`config.mk`:
```
export PLATFORM = sky130hd
export DESIGN_NAME = aux_msg_codec
export DESIGN_NICKNAME = d
export VERILOG_FILES = /design/src/rtl/aux_codec_pkg.sv /design/src/rtl/aux_req_decode.sv /design/src/rtl/aux_tx_framer.sv /design/src/rtl/aux_rsp_parser.sv /design/src/rtl/aux_msg_codec.sv
export SDC_FILE = /design/constraint.sdc
export NUM_CORES = 1
export LEC_CHECK = 0
export BUFFER_PORTS_ARGS = -buffer_cell sky130_fd_sc_hd__buf_2
export CAP_MARGIN = 15
export CORE_ASPECT_RATIO = 2
export CORE_MARGIN = 1.5
export CORE_UTILIZATION = 45
export DETAILED_ROUTE_END_ITERATION = 7
export PLACE_DENSITY = 0.78
export SLEW_MARGIN = 20
export SYNTH_ARGS = -nofsm -noshare
export SYNTH_HDL_FRONTEND = slang
export SYNTH_HIERARCHICAL = 1
export SYNTH_SLANG_ARGS = --single-unit
```
`constraint.sdc`:
```
create_clock -name clk -period 29.5 [get_ports clk]
set_input_delay 7.375 -clock clk [delete_from_list [all_inputs] [get_ports clk]]
set_output_delay 7.375 -clock clk [all_outputs]
set_load 0.01 [all_outputs]
```
`src/rtl/aux_codec_pkg.sv`:
```
package aux_codec_pkg;
  localparam int ADDR_W = 20;
  localparam logic [3:0] MOT_BIT   = 4'b0100;
  localparam logic [3:0] NATIVE_WR = 4'h8;

  typedef enum logic [1:0] {
    KIND_WRITE = 2'd0,
    KIND_READ  = 2'd1,
    KIND_NONE  = 2'd2
  } req_kind_e;

  localparam logic [1:0] ERR_NONE   = 2'd0;
  localparam logic [1:0] ERR_BADCMD = 2'd1;
  localparam logic [1:0] ERR_LONG   = 2'd2;

  function automatic req_kind_e classify(input logic [3:0] cmd);
    logic [3:0] base;
    base = cmd & ~MOT_BIT;
    case (base)
      4'h8, 4'h0, 4'h2: classify = KIND_WRITE;
      4'h9, 4'h1:       classify = KIND_READ;
      default:          classify = KIND_NONE;
    endcase
  endfunction
endpackage

```
`src/rtl/aux_req_decode.sv`:
```
module aux_req_decode
  import aux_codec_pkg::*;
#(
  parameter int MAX_BYTES = 20,
  parameter int LEN_W = 5,
  parameter logic [ADDR_W-1:0] KEY_ADDR = 20'h68007,
  localparam int CNT_W = $clog2(MAX_BYTES + 1),
  localparam int WIDE = LEN_W + 2
) (
  input  logic [3:0]        cmd,
  input  logic [ADDR_W-1:0] addr,
  input  logic [LEN_W-1:0]  len,
  output logic              is_read,
  output logic              bad_cmd,
  output logic              too_long,
  output logic              keysel,
  output logic [CNT_W-1:0]  tx_len,
  output logic [CNT_W-1:0]  rx_exp
);
  req_kind_e kind;
  logic [WIDE-1:0] txw, rxw;

  always_comb begin
    kind = classify(cmd);
    txw = '0;
    rxw = '0;
    case (kind)
      KIND_WRITE: begin
        txw = (len == '0) ? WIDE'(3) : WIDE'(len) + WIDE'(4);
        rxw = WIDE'(2);
      end
      KIND_READ: begin
        txw = (len == '0) ? WIDE'(3) : WIDE'(4);
        rxw = WIDE'(len) + WIDE'(1);
      end
      default: ;
    endcase
  end

  assign bad_cmd  = (kind == KIND_NONE);
  assign too_long = !bad_cmd && ((txw > WIDE'(MAX_BYTES)) || (rxw > WIDE'(MAX_BYTES)));
  assign is_read  = (kind == KIND_READ);
  assign keysel   = ((cmd & ~MOT_BIT) == NATIVE_WR) && (addr == KEY_ADDR);
  assign tx_len   = CNT_W'(txw);
  assign rx_exp   = CNT_W'(rxw);
endmodule

```
`src/rtl/aux_tx_framer.sv`:
```
module aux_tx_framer
  import aux_codec_pkg::*;
#(
  parameter int MAX_BYTES = 20,
  parameter int LEN_W = 5,
  localparam int CNT_W = $clog2(MAX_BYTES + 1),
  localparam int PAY_BYTES = MAX_BYTES - 4
) (
  input  logic                   clk,
  input  logic                   rst,
  input  logic                   load,
  input  logic [3:0]             cmd,
  input  logic [ADDR_W-1:0]      addr,
  input  logic [LEN_W-1:0]       len,
  input  logic [PAY_BYTES*8-1:0] payload,
  input  logic [CNT_W-1:0]       tx_len,
  input  logic                   keysel_in,
  input  logic                   tx_ready,
  output logic                   tx_valid,
  output logic [7:0]             tx_data,
  output logic                   tx_last,
  output logic                   tx_keysel,
  output logic                   done
);
  logic [7:0]       tx_mem [MAX_BYTES];
  logic [CNT_W-1:0] pos_q, len_q;
  logic             valid_q, key_q;

  // Byte store: no reset, written only on load
  always_ff @(posedge clk) begin
    if (load) begin
      tx_mem[0] <= {cmd, addr[19:16]};
      tx_mem[1] <= addr[15:8];
      tx_mem[2] <= addr[7:0];
      tx_mem[3] <= 8'(len) - 8'd1;
      for (int i = 0; i < PAY_BYTES; i++)
        tx_mem[4+i] <= payload[i*8 +: 8];
    end
  end

  always_ff @(posedge clk) begin
    if (rst) begin
      valid_q <= 1'b0;
      key_q   <= 1'b0;
      pos_q   <= '0;
      len_q   <= '0;
    end else if (load) begin
      valid_q <= 1'b1;
      key_q   <= keysel_in;
      pos_q   <= '0;
      len_q   <= tx_len;
    end else if (valid_q && tx_ready) begin
      if (tx_last) begin
        valid_q <= 1'b0;
        key_q   <= 1'b0;
      end else begin
        pos_q <= pos_q + CNT_W'(1);
      end
    end
  end

  assign tx_valid  = valid_q;
  assign tx_data   = tx_mem[pos_q];
  assign tx_last   = valid_q && (pos_q == len_q - CNT_W'(1));
  assign tx_keysel = key_q;
  assign done      = valid_q && tx_ready && tx_last;
endmodule

```
`src/rtl/aux_rsp_parser.sv`:
```
module aux_rsp_parser
  import aux_codec_pkg::*;
#(
  parameter int MAX_BYTES = 20,
  parameter int LEN_W = 5,
  localparam int CNT_W = $clog2(MAX_BYTES + 1)
) (
  input  logic                       clk,
  input  logic                       rst,
  input  logic                       arm,
  input  logic                       is_read,
  input  logic [LEN_W-1:0]           len,
  input  logic [CNT_W-1:0]           rx_exp,
  input  logic                       reject,
  input  logic [1:0]                 reject_code,
  input  logic                       rx_en,
  input  logic                       rx_valid,
  input  logic [7:0]                 rx_data,
  input  logic                       rx_last,
  output logic                       res_valid,
  output logic [1:0]                 res_err,
  output logic [3:0]                 res_reply,
  output logic [CNT_W-1:0]           res_count,
  output logic [(MAX_BYTES-1)*8-1:0] res_data
);
  logic [7:0]       rx_mem [MAX_BYTES];
  logic [7:0]       nxt_mem [MAX_BYTES];
  logic [CNT_W-1:0] cnt_q, exp_q, cnt_nxt;
  logic [LEN_W-1:0] len_q;
  logic             rd_q, take, finish;
  logic [7:0]       len8, wr_count;

  assign take   = rx_en && rx_valid && (cnt_q < exp_q);
  assign finish = rx_en && rx_valid && rx_last;

  always_comb begin
    for (int i = 0; i < MAX_BYTES; i++) nxt_mem[i] = rx_mem[i];
    if (take) nxt_mem[cnt_q] = rx_data;
    cnt_nxt  = cnt_q + CNT_W'(take);
    len8     = 8'(len_q);
    if (cnt_nxt >= CNT_W'(2))
      wr_count = (nxt_mem[1] > len8) ? len8 : nxt_mem[1];
    else
      wr_count = len8;
  end

  always_ff @(posedge clk) begin
    if (arm) begin
      for (int i = 0; i < MAX_BYTES; i++) rx_mem[i] <= 8'h00;
    end else if (take) begin
      rx_mem[cnt_q] <= rx_data;
    end
  end

  always_ff @(posedge clk) begin
    if (rst) begin
      cnt_q <= '0;
      exp_q <= '0;
      len_q <= '0;
      rd_q  <= 1'b0;
    end else if (arm) begin
      cnt_q <= '0;
      exp_q <= rx_exp;
      len_q <= len;
      rd_q  <= is_read;
    end else begin
      cnt_q <= cnt_nxt;
    end
  end

  always_ff @(posedge clk) begin
    if (rst) begin
      res_valid <= 1'b0;
      res_err   <= ERR_NONE;
      res_reply <= '0;
      res_count <= '0;
      res_data  <= '0;
    end else if (reject) begin
      res_valid <= 1'b1;
      res_err   <= reject_code;
      res_reply <= '0;
      res_count <= '0;
      res_data  <= '0;
    end else if (finish) begin
      res_valid <= 1'b1;
      res_err   <= ERR_NONE;
      res_reply <= nxt_mem[0][7:4];
      res_count <= rd_q ? (cnt_nxt - CNT_W'(1)) : CNT_W'(wr_count);
      for (int i = 1; i < MAX_BYTES; i++)
        res_data[(i-1)*8 +: 8] <= rd_q ? nxt_mem[i] : 8'h00;
    end else begin
      res_valid <= 1'b0;
    end
  end
endmodule

```
`src/rtl/aux_msg_codec.sv`:
```
module aux_msg_codec
  import aux_codec_pkg::*;
#(
  parameter int MAX_BYTES = 20,
  parameter int LEN_W = 5,
  parameter logic [19:0] KEY_ADDR = 20'h68007,
  localparam int CNT_W = $clog2(MAX_BYTES + 1),
  localparam int PAY_BYTES = MAX_BYTES - 4
) (
  input  logic                       clk,
  input  logic                       rst,
  input  logic                       req_valid,
  output logic                       req_ready,
  input  logic [3:0]                 req_cmd,
  input  logic [19:0]                req_addr,
  input  logic [LEN_W-1:0]           req_len,
  input  logic [PAY_BYTES*8-1:0]     req_wdata,
  output logic                       tx_valid,
  input  logic                       tx_ready,
  output logic [7:0]                 tx_data,
  output logic                       tx_last,
  output logic                       tx_keysel,
  input  logic                       rx_valid,
  input  logic [7:0]                 rx_data,
  input  logic                       rx_last,
  output logic                       res_valid,
  output logic [1:0]                 res_err,
  output logic [3:0]                 res_reply,
  output logic [CNT_W-1:0]           res_count,
  output logic [(MAX_BYTES-1)*8-1:0] res_data
);
  typedef enum logic [1:0] {ST_IDLE, ST_SEND, ST_WAIT} phase_e;
  phase_e state_q;

  logic             dec_read, dec_badcmd, dec_long, dec_key, dec_bad;
  logic [CNT_W-1:0] dec_txlen, dec_rxexp;
  logic             accept, start, reject, tx_done;

  aux_req_decode #(.MAX_BYTES(MAX_BYTES), .LEN_W(LEN_W), .KEY_ADDR(KEY_ADDR)) u_dec (
    .cmd(req_cmd), .addr(req_addr), .len(req_len),
    .is_read(dec_read), .bad_cmd(dec_badcmd), .too_long(dec_long),
    .keysel(dec_key), .tx_len(dec_txlen), .rx_exp(dec_rxexp)
  );

  assign dec_bad = dec_badcmd || dec_long;
  assign accept  = req_valid && (state_q == ST_IDLE);
  assign start   = accept && !dec_bad;
  assign reject  = accept && dec_bad;

  always_ff @(posedge clk) begin
    if (rst) state_q <= ST_IDLE;
    else begin
      case (state_q)
        ST_IDLE: if (start)   state_q <= ST_SEND;
        ST_SEND: if (tx_done) state_q <= ST_WAIT;
        ST_WAIT: if (rx_valid && rx_last) state_q <= ST_IDLE;
        default: state_q <= ST_IDLE;
      endcase
    end
  end

  assign req_ready = (state_q == ST_IDLE);

  aux_tx_framer #(.MAX_BYTES(MAX_BYTES), .LEN_W(LEN_W)) u_frm (
    .clk(clk), .rst(rst), .load(start),
    .cmd(req_cmd), .addr(req_addr), .len(req_len), .payload(req_wdata),
    .tx_len(dec_txlen), .keysel_in(dec_key), .tx_ready(tx_ready),
    .tx_valid(tx_valid), .tx_data(tx_data), .tx_last(tx_last),
    .tx_keysel(tx_keysel), .done(tx_done)
  );

  aux_rsp_parser #(.MAX_BYTES(MAX_BYTES), .LEN_W(LEN_W)) u_prs (
    .clk(clk), .rst(rst), .arm(start), .is_read(dec_read),
    .len(req_len), .rx_exp(dec_rxexp),
    .reject(reject), .reject_code(dec_badcmd ? ERR_BADCMD : ERR_LONG),
    .rx_en(state_q == ST_WAIT), .rx_valid(rx_valid), .rx_data(rx_data),
    .rx_last(rx_last),
    .res_valid(res_valid), .res_err(res_err), .res_reply(res_reply),
    .res_count(res_count), .res_data(res_data)
  );
endmodule

```
### Word-level counts from Yosys, hierarchy flattened

Memories as Yosys holds them, arrays and structs flattened. A register that Yosys moved wholly into a read port is not among the register bits.
Cells that the tools add are included.

* register bits: 194
* bits in writable memories: 320
* input bits: 171
* output and inout port bits: 176
* word-level logic and storage cells: 131
* memories kept: 2

* add/subtract/negate cells: 7
* magnitude comparators: 7
* equal/unequal tests: 13
* mux-type cells: 54
* bitwise operators: 2
* reductions and logical operators: 32

Memories
* u_frm.tx_mem: words 20, bits a word 8, rd ports 1, clocked after memory_dff 1, wr ports 20, line aux_tx_framer.sv:25 `logic [7:0] tx_mem [MAX_BYTES];`
* u_prs.rx_mem: words 20, bits a word 8, rd ports 20, clocked after memory_dff 0, wr ports 20, line aux_rsp_parser.sv:26 `logic [7:0] rx_mem [MAX_BYTES];`

Operators by type and width (count)
* two-way mux 8 bit: 21
* bitwise mux 160 bit: 1
* two-way mux 160 bit: 1
* demux 8 bit (select 5 bit): 1
* two-way mux 5 bit: 6
* case mux 7 bit (2 select lines): 2
* == test 20 x 19 -> 1 bit (second input constant): 1
* greater-than comparator 7 x 5 -> 1 bit (second input constant): 2
* logical AND 1 bit: 13
* two-way mux 1 bit: 12
* two-way mux 2 bit: 6
* subtractor 5 x 1 -> 5 bit (second input constant): 2
* greater-than comparator 8 x 5 -> 1 bit: 1
* OR reduction 8 bit: 1
* two-way mux 7 bit: 1
* adder 5 x 1 -> 6 bit (second input constant): 1
* adder 5 x 3 -> 6 bit (second input constant): 1
* == test 3 bit (second input constant): 2
* >= comparator 6 bit (second input constant): 1
* less-than comparator 6 x 1 -> 1 bit (second input constant): 1
* inverter 5 -> 6 bit: 1
* case mux 2 bit (3 select lines): 1
* nonzero test 2 bit: 3
* OR reduction 2 bit: 3
* other kinds (23): 30

### Longest topological paths before layout

* depth after elaboration: 15
* depth in mapped cells: 16
* mapped depth without buffers: 15

### Modules after synthesis

Netlist, hierarchy kept.

Modules (own cells, without submodules)
* aux_rsp_parser: times used 1, cells each 1277, area each 13803.2 µm², seq. area each 8287.9 µm²
* aux_tx_framer: times used 1, cells each 336, area each 6889.1 µm², seq. area each 5084.9 µm²
* aux_req_decode: times used 1, cells each 53, area each 344.1 µm², seq. area each 0.0 µm²
* aux_msg_codec: times used 1, cells each 16, area each 112.6 µm², seq. area each 40.0 µm²

### Worst setup path before layout

Ideal clock, no wire load.

* path kind: input -> register
* start: in req_len[2]
* end: mem u_prs.rx_mem[1][0] (data pin)
* setup time: 255 ps
* arrival: 21325 ps
* data required time: 29245 ps
* path slack: 7920 ps
* stages on the path: 9
* buffers on the path: 0
* cell sequence: ha_1 xor2_1 and3_1 a2bb2oi_1 o31ai_1 nor3_1 nor3b_1 and3_1 and2_1

RTL lines
* from (decl): line aux_msg_codec.sv:16 `input logic [LEN_W-1:0] req_len,`
* to (decl): line aux_rsp_parser.sv:26

==> reports/metrics.yaml <==
status: "completed"
fillers: 3961
power_mw: 1.49
dieArea_mm2: 0.0484
path_cells: "buf_4 -> mux4_2 -> nor2b_1 -> a2111oi_0 -> a311oi_1 -> buf_2"
synthArstFlopShare_pct: 0
hold_viol_final: 0
period_minus_slack_ps: 10560
synth_top_cells_by_area: "edfxtp_1 45%, dfxtp_1 19%, mux2i_1 7.1%, nor2_1 3.4%, mux4_2 3.2%"
power_density_mw_per_mm2: 60.0
core_mm2: 0.0465
wl_um: 58200
synth_nets: 1873
synthDistinctLibCells: 66
vdd_ir_drop_max_mv: 0.0481
start_util_pct: 45.5
drv_slew: 0
drc: 0
max_freq_mhz: 94.7
place_inst: 2553
fin_skew_ps: 18.7
yosys.cell_count.top_type: "edfxtp_1"
area.growth.synth_to_final_pct: 17.5
tightest_slew_ps: 1160
top_level_ports: 347
relSlewSlack_pct: 22.9
rows: 112
die_w_um: 156
ys.flop_type: "edfxtp_1"
ys_ff_latch: 513
netlist_area_mm2: 0.0211
p_leak_nw: 10.2
clkTransAtPathRegs_ps: 60
hold_class: "reg -> reg"
cp_data_required_time_ps: 22120
clk_latency_ps: 580
setup_viol: 0
grt_pass1_wl_um: 85600
grt_overflow: 0
synth_top_cells_by_count: "314 x edfxtp_1, 199 x dfxtp_1, 189 x nor2_1, 168 x nand2_1, 150 x mux2i_1"
cts_hold_buffers: 0
syn_avg_cell_area_um2: 12.6
endpoint_kind: "output port"
yosys_warnings: 6
critPathMaxStageDelay_ps: 620
cap_viol_max_count: 0
clk_path_buf_depth: 3
rsz0062_at_grt: "false"
dpl.hpwl_um: 40600
gp_congestion: 0.850
antenna_found_initial: 3
cts_resized: 0
synth-edff-count: 314
syn_inst: 1682
fin_area_mm2: 0.0249
drive_gt1_share_pct: 26.0
die_y_um: 310
grt_start_max_net_pins: 105
yosysTopAreaCell: "edfxtp_1"
setup_tns_ps: 0
crit_type: "reg -> out"
first_global_vias: 14800
critical_path.max_fanout: 40
yosysSeqAreaShare_pct: 63.4
htreeDepth: 2
reg2reg_from: "u_prs/cnt_q[2]"
fin_util_pct: 53.4
vias: 14500
drtIter0Drc: 963
critPathArrivalTime_ps: 3180
portBuffers: 346
dpl_cell_area_mm2: 0.0233
clock-root-buffer: "clkbuf_16"
final_cells: 2640
hp-start: "u_prs/res_data[106]"
dr.pass1.iters: 5
post_cts_buffers: 0
critPathSlowestCell: "mux4_2"
routedWlPerCell_um: 22.0
cts.sinks: 513
nets: 2165
cts_tree: "built"
antenna_left: 0
cts-buffers-inserted: 46
critPathLaunchType: "flip-flop"
via_per_inst: 5.51
fin_crit_sh_pct: 35.8
grtUsageTotal_pct: 23.5
synth_top_area_share_pct: 44.6
final timing paths:
check,slack [ps],cells after the start,endpoint
worst max-delay path,18940,6,tx_data[7]
worst min-delay path,450,2,u_prs/res_data[106]
worst max register to register,25220,12,u_prs/res_count[0]
worst min register to register,450,2,u_prs/res_data[106]
cells by family after synthesis:
kind of cell | after synthesis | synth area share, %
and+or+nand+nor | 546 | 12.1
DFF | 513 | 63.4
AOI/OAI and AO/OA | 220 | 6.72
muxes | 211 | 12.7
buffers and inverters | 150 | 3.04
xor gates and xnor gates | 22 | 0.911
adders and majority gates | 20 | 1.18
cell type report:
cell class                      count  area [um2]  share of cell area, %
Multi-Input combinational cell   1019        7130                   28.7
Sequential cell                   513       13400                   54.0
Antenna cell                        1        2.50                 0.0101
Clock buffer                       64        1290                   5.19
Clock inverter                     22         246                  0.992
Timing Repair Buffer              363        1870                   7.51
Inverter                           31         116                  0.468
Tap cell                          627         785                   3.16
power by group:
group | total [mW] | switching [mW] | internal, mW
logic | 0.0922 | 0.0620 | 0.0301
clock network | 0.608 | 0.270 | 0.338
registers | 0.791 | 0.00650 | 0.785
sequential cells by signal, summed over array words and instances (netlist names), named ones only:
register,count
u_frm/tx_valid,1
u_prs/res_reply,4
u_frm/tx_keysel,1
u_frm/pos_q,5
u_prs/cnt_q,5
u_frm/tx_mem,158
u_prs/res_data,152
u_prs/len_q,5
u_prs/res_count,5
u_frm/len_q,5
u_prs/res_err,2
state_q,2
u_prs/rx_mem,156
u_prs/res_valid,1
u_prs/rd_q,1
u_prs/exp_q,5
through the flow:
step           hold slack, ps  setup slack [ps]
6_report                  453             18940
5_1_grt                   475             18740
4_1_cts                   457             18870
3_5_place_dp              442             18250
3_3_place_gp              434             18400
2_1_floorplan             424              7920
worst max-delay path: cells and delay by family (launching register included):
kind | cells | cell delay [ps]
mux | 1 | 620
simple gates | 1 | 140
buf+inv | 2 | 800
flops | 1 | 310
compound gates | 2 | 700
layer usage:
layer / wire, um / up-vias / GRT usage, %
li1: - / 6660 / -
met1: 19600 / 7054 / 23.9
met2: 30500 / 662 / 43.7
met3: 5030 / 159 / 6.05
met4: 2980 / 4 / 12.1
met5: 23 / - / 0
cell usage in the layout, fill, tap and decap left out, drive strengths merged, types with 16 or more instances in the layout:
cell type  count
a21oi         23
o21ai        113
and2          27
nand3         44
a22oi         16
inv           36
mux2i        150
nand2b        29
nor2         193
ha            20
mux2          21
o211ai        31
nor3          26
nand2        168
edfxtp       314
mux4          40
dfxtp        199
clkbuf        64
buf          363
Power figures use the tool's default switching activity.
